===== src/rtl/chsel_pkg.sv =====
package chsel_pkg;
  localparam int CH_W      = 8;
  localparam logic [3:0] ADDR_HI = 4'b1110;
  localparam int BIT_CW    = 4;

  typedef enum logic [2:0] {
    ST_IDLE,
    ST_ADDR,
    ST_ADDR_ACK,
    ST_WR_BIT,
    ST_WR_ACK,
    ST_RD_BIT,
    ST_RD_ACK,
    ST_SKIP
  } bus_st_e;
endpackage


===== src/rtl/chsel_line_filter.sv =====
module chsel_line_filter #(
  parameter int FILT_LEN = 4
) (
  input  logic clk,
  input  logic rst_n,
  input  logic din,
  output logic dout
);
  localparam int CW = $clog2(FILT_LEN + 1);

  logic          meta_q;
  logic          sync_q;
  logic [CW-1:0] run_q;

  always_ff @(posedge clk or negedge rst_n) begin
    if (!rst_n) begin
      meta_q <= 1'b1;
      sync_q <= 1'b1;
      dout   <= 1'b1;
      run_q  <= '0;
    end else begin
      meta_q <= din;
      sync_q <= meta_q;
      if (sync_q == dout) begin
        run_q <= '0;
      end else if (run_q == CW'(FILT_LEN - 1)) begin
        dout  <= sync_q;
        run_q <= '0;
      end else begin
        run_q <= run_q + 1'b1;
      end
    end
  end


  flt_accept_chk: assert property (@(posedge clk) disable iff (!rst_n)
    !$stable(dout) |-> $past(run_q) == CW'(FILT_LEN - 1));


  flt_value_chk: assert property (@(posedge clk) disable iff (!rst_n)
    !$stable(dout) |-> dout == $past(sync_q));
endmodule


===== src/rtl/chsel_bus_fsm.sv =====
module chsel_bus_fsm
  import chsel_pkg::*;
(
  input  logic            clk,
  input  logic            rst_n,
  input  logic            scl,
  input  logic            sda,
  input  logic [2:0]      addr_strap,
  output logic            sda_pull,
  output logic [CH_W-1:0] chan_en
);
  logic scl_d, sda_d;
  logic scl_rise, scl_fall, start_c, stop_c;

  bus_st_e           st;
  logic [BIT_CW-1:0] cnt;
  logic [CH_W-1:0]   shreg;
  logic [CH_W-1:0]   sel_reg;
  logic              pend;
  logic              rd_q;
  logic              mack;
  logic              addr_hit;

  assign scl_rise = scl & ~scl_d;
  assign scl_fall = ~scl & scl_d;
  assign start_c  = scl & scl_d & sda_d & ~sda;
  assign stop_c   = scl & scl_d & ~sda_d & sda;
  assign addr_hit = (shreg[7:1] == {ADDR_HI, addr_strap});

  always_ff @(posedge clk or negedge rst_n) begin
    if (!rst_n) begin
      scl_d <= 1'b1;
      sda_d <= 1'b1;
    end else begin
      scl_d <= scl;
      sda_d <= sda;
    end
  end

  always_ff @(posedge clk or negedge rst_n) begin
    if (!rst_n) begin
      st       <= ST_IDLE;
      cnt      <= '0;
      shreg    <= '0;
      sel_reg  <= '0;
      chan_en  <= '0;
      pend     <= 1'b0;
      rd_q     <= 1'b0;
      mack     <= 1'b0;
      sda_pull <= 1'b0;
    end else if (start_c) begin
      st       <= ST_ADDR;
      cnt      <= '0;
      shreg    <= '0;
      pend     <= 1'b0;
      sel_reg  <= chan_en;
      sda_pull <= 1'b0;
    end else if (stop_c) begin
      st       <= ST_IDLE;
      cnt      <= '0;
      sda_pull <= 1'b0;
      pend     <= 1'b0;
      if (pend) chan_en <= sel_reg;
    end else begin
      case (st)
        ST_ADDR, ST_WR_BIT: begin
          if (scl_rise) begin
            shreg <= {shreg[CH_W-2:0], sda};
            cnt   <= cnt + 1'b1;
          end else if (scl_fall && cnt == BIT_CW'(CH_W)) begin
            cnt <= '0;
            if (st == ST_ADDR) begin
              if (addr_hit) begin
                sda_pull <= 1'b1;
                rd_q     <= shreg[0];
                st       <= ST_ADDR_ACK;
              end else begin
                st <= ST_SKIP;
              end
            end else begin
              sel_reg  <= shreg;
              pend     <= 1'b1;
              sda_pull <= 1'b1;
              st       <= ST_WR_ACK;
            end
          end
        end
        ST_ADDR_ACK: begin
          if (scl_fall) begin
            cnt <= '0;
            if (rd_q) begin
              shreg    <= sel_reg;
              sda_pull <= ~sel_reg[CH_W-1];
              st       <= ST_RD_BIT;
            end else begin
              sda_pull <= 1'b0;
              st       <= ST_WR_BIT;
            end
          end
        end
        ST_WR_ACK: begin
          if (scl_fall) begin
            sda_pull <= 1'b0;
            cnt      <= '0;
            st       <= ST_WR_BIT;
          end
        end
        ST_RD_BIT: begin
          if (scl_fall) begin
            if (cnt == BIT_CW'(CH_W - 1)) begin
              sda_pull <= 1'b0;
              cnt      <= '0;
              st       <= ST_RD_ACK;
            end else begin
              shreg    <= {shreg[CH_W-2:0], 1'b0};
              sda_pull <= ~shreg[CH_W-2];
              cnt      <= cnt + 1'b1;
            end
          end
        end
        ST_RD_ACK: begin
          if (scl_rise) begin
            mack <= ~sda;
          end else if (scl_fall) begin
            if (mack) begin
              shreg    <= sel_reg;
              sda_pull <= ~sel_reg[CH_W-1];
              st       <= ST_RD_BIT;
            end else begin
              st <= ST_SKIP;
            end
          end
        end
        default: ;
      endcase
    end
  end


  en_at_stop_chk: assert property (@(posedge clk) disable iff (!rst_n)
    !$stable(chan_en) |-> $past(stop_c));


  pull_scl_low_chk: assert property (@(posedge clk) disable iff (!rst_n)
    $rose(sda_pull) |-> !scl);


  quiet_state_chk: assert property (@(posedge clk) disable iff (!rst_n)
    (st == ST_SKIP || st == ST_IDLE) |-> !sda_pull);


  addr_ack_chk: assert property (@(posedge clk) disable iff (!rst_n)
    ($rose(sda_pull) && st == ST_ADDR_ACK) |-> $past(shreg[7:1]) == {ADDR_HI, addr_strap});


  abort_clear_chk: assert property (@(posedge clk) disable iff (!rst_n)
    start_c |=> !pend);
endmodule


===== src/rtl/chsel_i2c_slave.sv =====
module chsel_i2c_slave
  import chsel_pkg::*;
#(
  parameter int FILT_LEN = 4
) (
  input  logic            clk,
  input  logic            rst_n,
  input  logic            scl_in,
  input  logic            sda_in,
  input  logic [2:0]      addr_strap,
  output logic            sda_pull,
  output logic [CH_W-1:0] chan_en
);
  localparam int NLINE = 2;

  logic [NLINE-1:0] raw_lines;
  logic [NLINE-1:0] clean_lines;

  assign raw_lines = {sda_in, scl_in};

  for (genvar g = 0; g < NLINE; g++) begin : g_filt
    chsel_line_filter #(.FILT_LEN(FILT_LEN)) u_filt (
      .clk  (clk),
      .rst_n(rst_n),
      .din  (raw_lines[g]),
      .dout (clean_lines[g])
    );
  end

  chsel_bus_fsm u_fsm (
    .clk       (clk),
    .rst_n     (rst_n),
    .scl       (clean_lines[0]),
    .sda       (clean_lines[1]),
    .addr_strap(addr_strap),
    .sda_pull  (sda_pull),
    .chan_en   (chan_en)
  );
endmodule


===== config.mk =====
export PLATFORM = sky130hd
export DESIGN_NAME = chsel_i2c_slave
export DESIGN_NICKNAME = d
export VERILOG_FILES = /design/src/rtl/chsel_pkg.sv /design/src/rtl/chsel_line_filter.sv /design/src/rtl/chsel_bus_fsm.sv /design/src/rtl/chsel_i2c_slave.sv
export SDC_FILE = /design/constraint.sdc
export NUM_CORES = 1
export LEC_CHECK = 0
export BUFFER_PORTS_ARGS = -buffer_cell sky130_fd_sc_hd__clkbuf_2
export CORE_ASPECT_RATIO = 1.75
export CORE_UTILIZATION = 45
export CTS_CLUSTER_DIAMETER = 100
export CTS_CLUSTER_SIZE = 40
export DETAILED_ROUTE_END_ITERATION = 10
export HOLD_SLACK_MARGIN = 0.15
export PLACE_DENSITY = 0.69
export SLEW_MARGIN = 40
export SYNTH_ARGS = -nofsm -noshare
export SYNTH_HDL_FRONTEND = slang
export SYNTH_SLANG_ARGS = --single-unit
export TNS_END_PERCENT = 30

===== constraint.sdc =====
create_clock -name clk -period 4.6 [get_ports clk]
set_input_delay 0.46 -clock clk [delete_from_list [all_inputs] [get_ports clk]]
set_output_delay 0.46 -clock clk [all_outputs]
set_load 0.01 [all_outputs]

* Word level (Yosys, flattened, before mapping)
Index checks and enable logic that the tools add are counted.
Word-level totals: flip-flop bits (word level) 49, latch bits 0, RAM bits 0, ROM bits 0, bits of input ports 7, output and inout bits 9, word-level logic and storage cells 164, memories kept 0
Cells by class: add/sub/neg operators 3, multipliers 0, div/mod/pow operators 0, order comparisons 0, eq/ne operators 38, shift operators 0, mux-type cells 65, bitwise logic cells 18, reductions and logical operators 21
Operator list (count):
- 8-bit 2-to-1 mux | 16
- 3-bit 2-to-1 mux | 17
- 4-bit by 1-bit != test with 1-bit output, second input constant | 8
- 8-bit one-hot mux with 4 select lines | 1
- 4-bit 2-to-1 mux | 7
- 3-bit by 1-bit != test with 1-bit output, second input constant | 7
- 1-bit 2-to-1 mux | 20
- 10-bit AND reduction | 2
- 3-bit one-hot mux with 5 select lines | 1
- 3-bit by 2-bit == test with 1-bit output, second input constant | 4
- 4-bit one-hot mux with 3 select lines | 1
- 4-bit AND reduction | 3
- 1-bit NOT | 11
- 5-bit nonzero test | 2
- 3-bit == test, second input constant | 3
- 9-bit AND reduction | 1
- 4-bit != test, second input constant | 2
- 1-bit AND | 7
- 7-bit == test | 1
- 7-bit AND reduction | 1
- 7-bit nonzero test | 1
- 3-bit by 1-bit adder with 3-bit output, second input constant | 2
- 3-bit != test, second input constant | 2
- 3-bit nonzero test | 2
- 18 further kinds | 23

* Logic depth before layout (Yosys ltp)
depth after elaboration 8, gate-level depth with buffers 7

* Cells and area by module
Synthesis repeated with hierarchy kept, for this count alone.
Second synthesis, totals: cell total of the unflattened synthesis 235, area, all modules 2572.5 um2
Modules (own cells, without submodules):
- chsel_bus_fsm | times used 1, cells an instance 209, area each 2119.5 um2
- chsel_line_filter at g_filt[0].u_filt | times used 1, cells an instance 13, area each 232.7 um2
- chsel_line_filter at g_filt[1].u_filt | times used 1, cells an instance 13, area each 220.2 um2

* Worst setup path after synthesis
OpenSTA, ideal clock, no wires.
path type register to register, start point reg g_filt[0].u_filt.dout, end point reg u_fsm.shreg[0], setup time 0.125 ns, arrival 1.790 ns, data required time 4.475 ns, path slack 2.685 ns, stages on the path, launching flop included 7, cells stage by stage dfstp_2 -> buf_4 -> nand2_1 -> nor2_2 -> a221oi_2 -> nor4_4 -> mux2_2
Between the ends: longest elaborated chain between the ends 5, elaborated cells on any way between the ends 20
Ends and longest elaborated chain:
- from (decl) | line chsel_line_filter.sv:7 | output logic dout
- from (signal assigned) | line chsel_line_filter.sv:27 | dout <= sync_q;
- 1-bit AND | line chsel_bus_fsm.sv:26, chsel_bus_fsm.sv:27
- 1-bit AND, on equally long branches (2 in series) | line chsel_bus_fsm.sv:26, chsel_bus_fsm.sv:27
- 3-bit != test (no line), or another cell as far along
- 10-bit AND reduction (no line)
- to (signal assigned) | line chsel_bus_fsm.sv:68 | shreg <= {shreg[CH_W-2:0], sda};
- to (signal assigned) | line chsel_bus_fsm.sv:92 | shreg <= sel_reg;
- to (signal assigned) | line chsel_bus_fsm.sv:115 | shreg <= {shreg[CH_W-2:0], 1'b0};
- to (decl) | line chsel_bus_fsm.sv:17 | logic [CH_W-1:0] shreg;
Parallel ways exist; a longest one is shown, timed or not. A chain may end at the register's enable or synchronous reset.

* Final worst setup path
start point reg g_filt[0].u_filt.dout, end point reg u_fsm.shreg[3]
Same word-level chain as after synthesis.

==> metrics.txt <==
status=finished, violations left; failing checks=design-rule violations; Clock Tree Buf Depth=2; most frequent cell after synthesis=dfrtp_1; TNS Setup=0 ps; dominant cell type by area after synthesis=dfrtp_1; mapped cell area=2560 sq um; vias post-DR=1866; cts repair resizes=0; WP data arrival=2540 ps; vias in the first global route=1888; Main synth FF type=dfrtp_1; Clock Root Buffer=clkbuf_8; final setup violation count=0; Slew @ Worst Pin=650.6 ps; WP buf/inv=0; Layout Area Growth over Synthesis=8.260%; final WL=5.096 mm; Warnings, synthesis=0; clock-pin transition on the worst setup and hold timing paths=100 ps; crit path max-delay cell type=dfstp_2; 1st-iter DRT viols=51; Achievable Freq=427.1 MHz; multi-input logic area=1237 sq um; Power Total=1644 uW; Cell Rows=36; Slew Limit Fails=0; fraction of registers with async set/reset=1.000; filler instances=497; Reg area=1236 sq um; DRT Pass-1 Iters=7; Syn Nets=256; Tot GR Track Use=0.1929; Post-Syn Instances=245; CP required=4800 ps; Max H-tree Level=2; initial core utilization=0.4621; CP Class=reg2reg; PD cells=593.3 nW/um^2; first-pass GRT wire length=8.611 mm; # clock sinks=49; Antenna diodes=0; path type of the worst min-delay path=in2reg; Seq/Total Area, Yosys=0.4829; Max VDD drop=0.0004010 V; synthesized flop and latch total=49; initial antenna violation count=0; Core Area=5540 sq um; cts hold-fix bufs=0; DIE AREA=6006 sq um; grt total ovfl=0; Yosys top cell area share=0.4008; syn_area_per_cell=10.45 sq um; Port Buf Inserts=15; pin count of the biggest net entering global routing=50; Post-synth EDFFs=0; Nets=267; startpoint types=flop; worst path cell trace=nand2_1 -> nor2_4 -> a221oi_2 -> nor4_4 -> mux2_2; CP max stage delay=640 ps; drc violations=1; synth unique cells=47; critical path capture point type=flop; Final Hold Fails=0; fraction of layout cells with a size suffix above 1=0.2296; Max Cap Viol=0; synth cell count leaders=dfrtp_1 (41), nand2_1 (31), mux2_2 (20); global placement routability congestion=0.9549; RSZ-0062 raised after global routing=no; IO Pins=16; CTS tree=done; post-route ant nets=0; die span in x=59.02 microns; post-DP HPWL=3.656 mm; cts bufs inserted=5; Final period util=0.5090; per-cell routed wire length=15.30 microns; clock latency on the worst-skew pair=310 ps; top cells by area, synth=dfrtp_1 (40%), mux2_2 (8.8%), dfstp_2 (8.2%); Die Ht=101.8 microns; setup bufs post-CTS=0; min cycle time layout=2342 ps; critical path's top delay family=simple AND/OR/NAND/NOR gates; Pleak=0.001248 uW; Clock Skew=5.609 ps; worst-path maximum fanout=26; Rel. slew slack=0.5623; vias per cell=5.604
-- layout by cell type (no fill, tap or decap), types with 2 or more instances in the layout --
cell	n
inv_6	2
nand4b_1	2
nand3_1	5
a21oi_1	17
inv_1	7
nand2b_1	2
o32ai_1	2
dfrtp_1	41
o31ai_1	2
o21ai_0	11
clkbuf_2	15
ha_1	4
mux2_2	20
nand3b_1	3
nand2_1	31
xnor2_1	4
o22ai_1	4
nor3b_1	5
o211ai_1	2
a21boi_0	3
xor2_1	3
o2bb2ai_1	2
nor2_1	13
dfstp_2	8
nor4_1	3
nor2b_1	5
nor3_1	3
clkbuf_8	5
mux2i_1	10
a2bb2oi_1	3
-- per-stage QoR --
stage	std cells	utilization	hold WS, ps	worst slack (ps)	cell area [sq um]
4_1_cts	333	0.5002	205.3	2235	2771
5_1_grt	333	0.5002	198.6	2079	2771
3_3_place_gp	325	0.4819	346.0	2001	2670
3_5_place_dp	325	0.4833	347.5	2224	2678
6_report	333	0.5002	220.2	2258	2771
2_1_floorplan	245	-	164.4	2685	2560
-- routing by layer --
layer,vias up,track usage,share of wire
met5,-,0,0
met4,0,0.1282,0.050
met3,20,0.03704,0.030
met2,45,0.3313,0.53
met1,909,0.2101,0.39
li1,892,-,-
-- final timing paths --
path / from / endpoint / slack, ps / cells past startpoint
max: g_filt[0].u_filt.dout / u_fsm.shreg[3] / 2260 / 5
min: scl_in / g_filt[0].u_filt.meta_q / 220 / 1
max reg2reg: g_filt[0].u_filt.dout / u_fsm.shreg[3] / 2260 / 5
min reg2reg: g_filt[0].u_filt.meta_q / g_filt[0].u_filt.sync_q / 360 / 0
max in group asynchronous: rst_n / u_fsm.mack / 3950 / 2
min in group asynchronous: rst_n / u_fsm.sda_pull / 230 / 2
-- report_power, final --
part / leakage [uW] / internal (uW) / switching, uW / total [uW]
Combinational: 0.000565 / 307 / 397 / 705
Clock: 0.0000452 / 111 / 156 / 267
Sequential: 0.000638 / 533 / 140 / 672
Total: 0.00125 / 951 / 693 / 1640
-- layout make-up --
cell class                      count  share of cell area
Clock buffer                        5             0.02483
Timing Repair Buffer               16             0.02980
Sequential cell                    49              0.4461
Multi-Input combinational cell    177              0.4465
Tap cell                           76             0.03431
Clock inverter                      3            0.009029
Inverter                            7            0.009481
-- logic make-up (layout without fill, tap and decap cells) --
kind of cell / Yosys count / after routing / synth area share
flops: 49 / 49 / 0.4829
fa+ha+maj: 4 / 4 / 0.01955
compound gates: 55 / 55 / 0.1408
buf+inv: 19 / 31 / 0.03666
xor+xnor: 7 / 7 / 0.02395
simple gates: 81 / 81 / 0.1691
mux: 30 / 30 / 0.1271
Power figures use the tool's default switching activity.
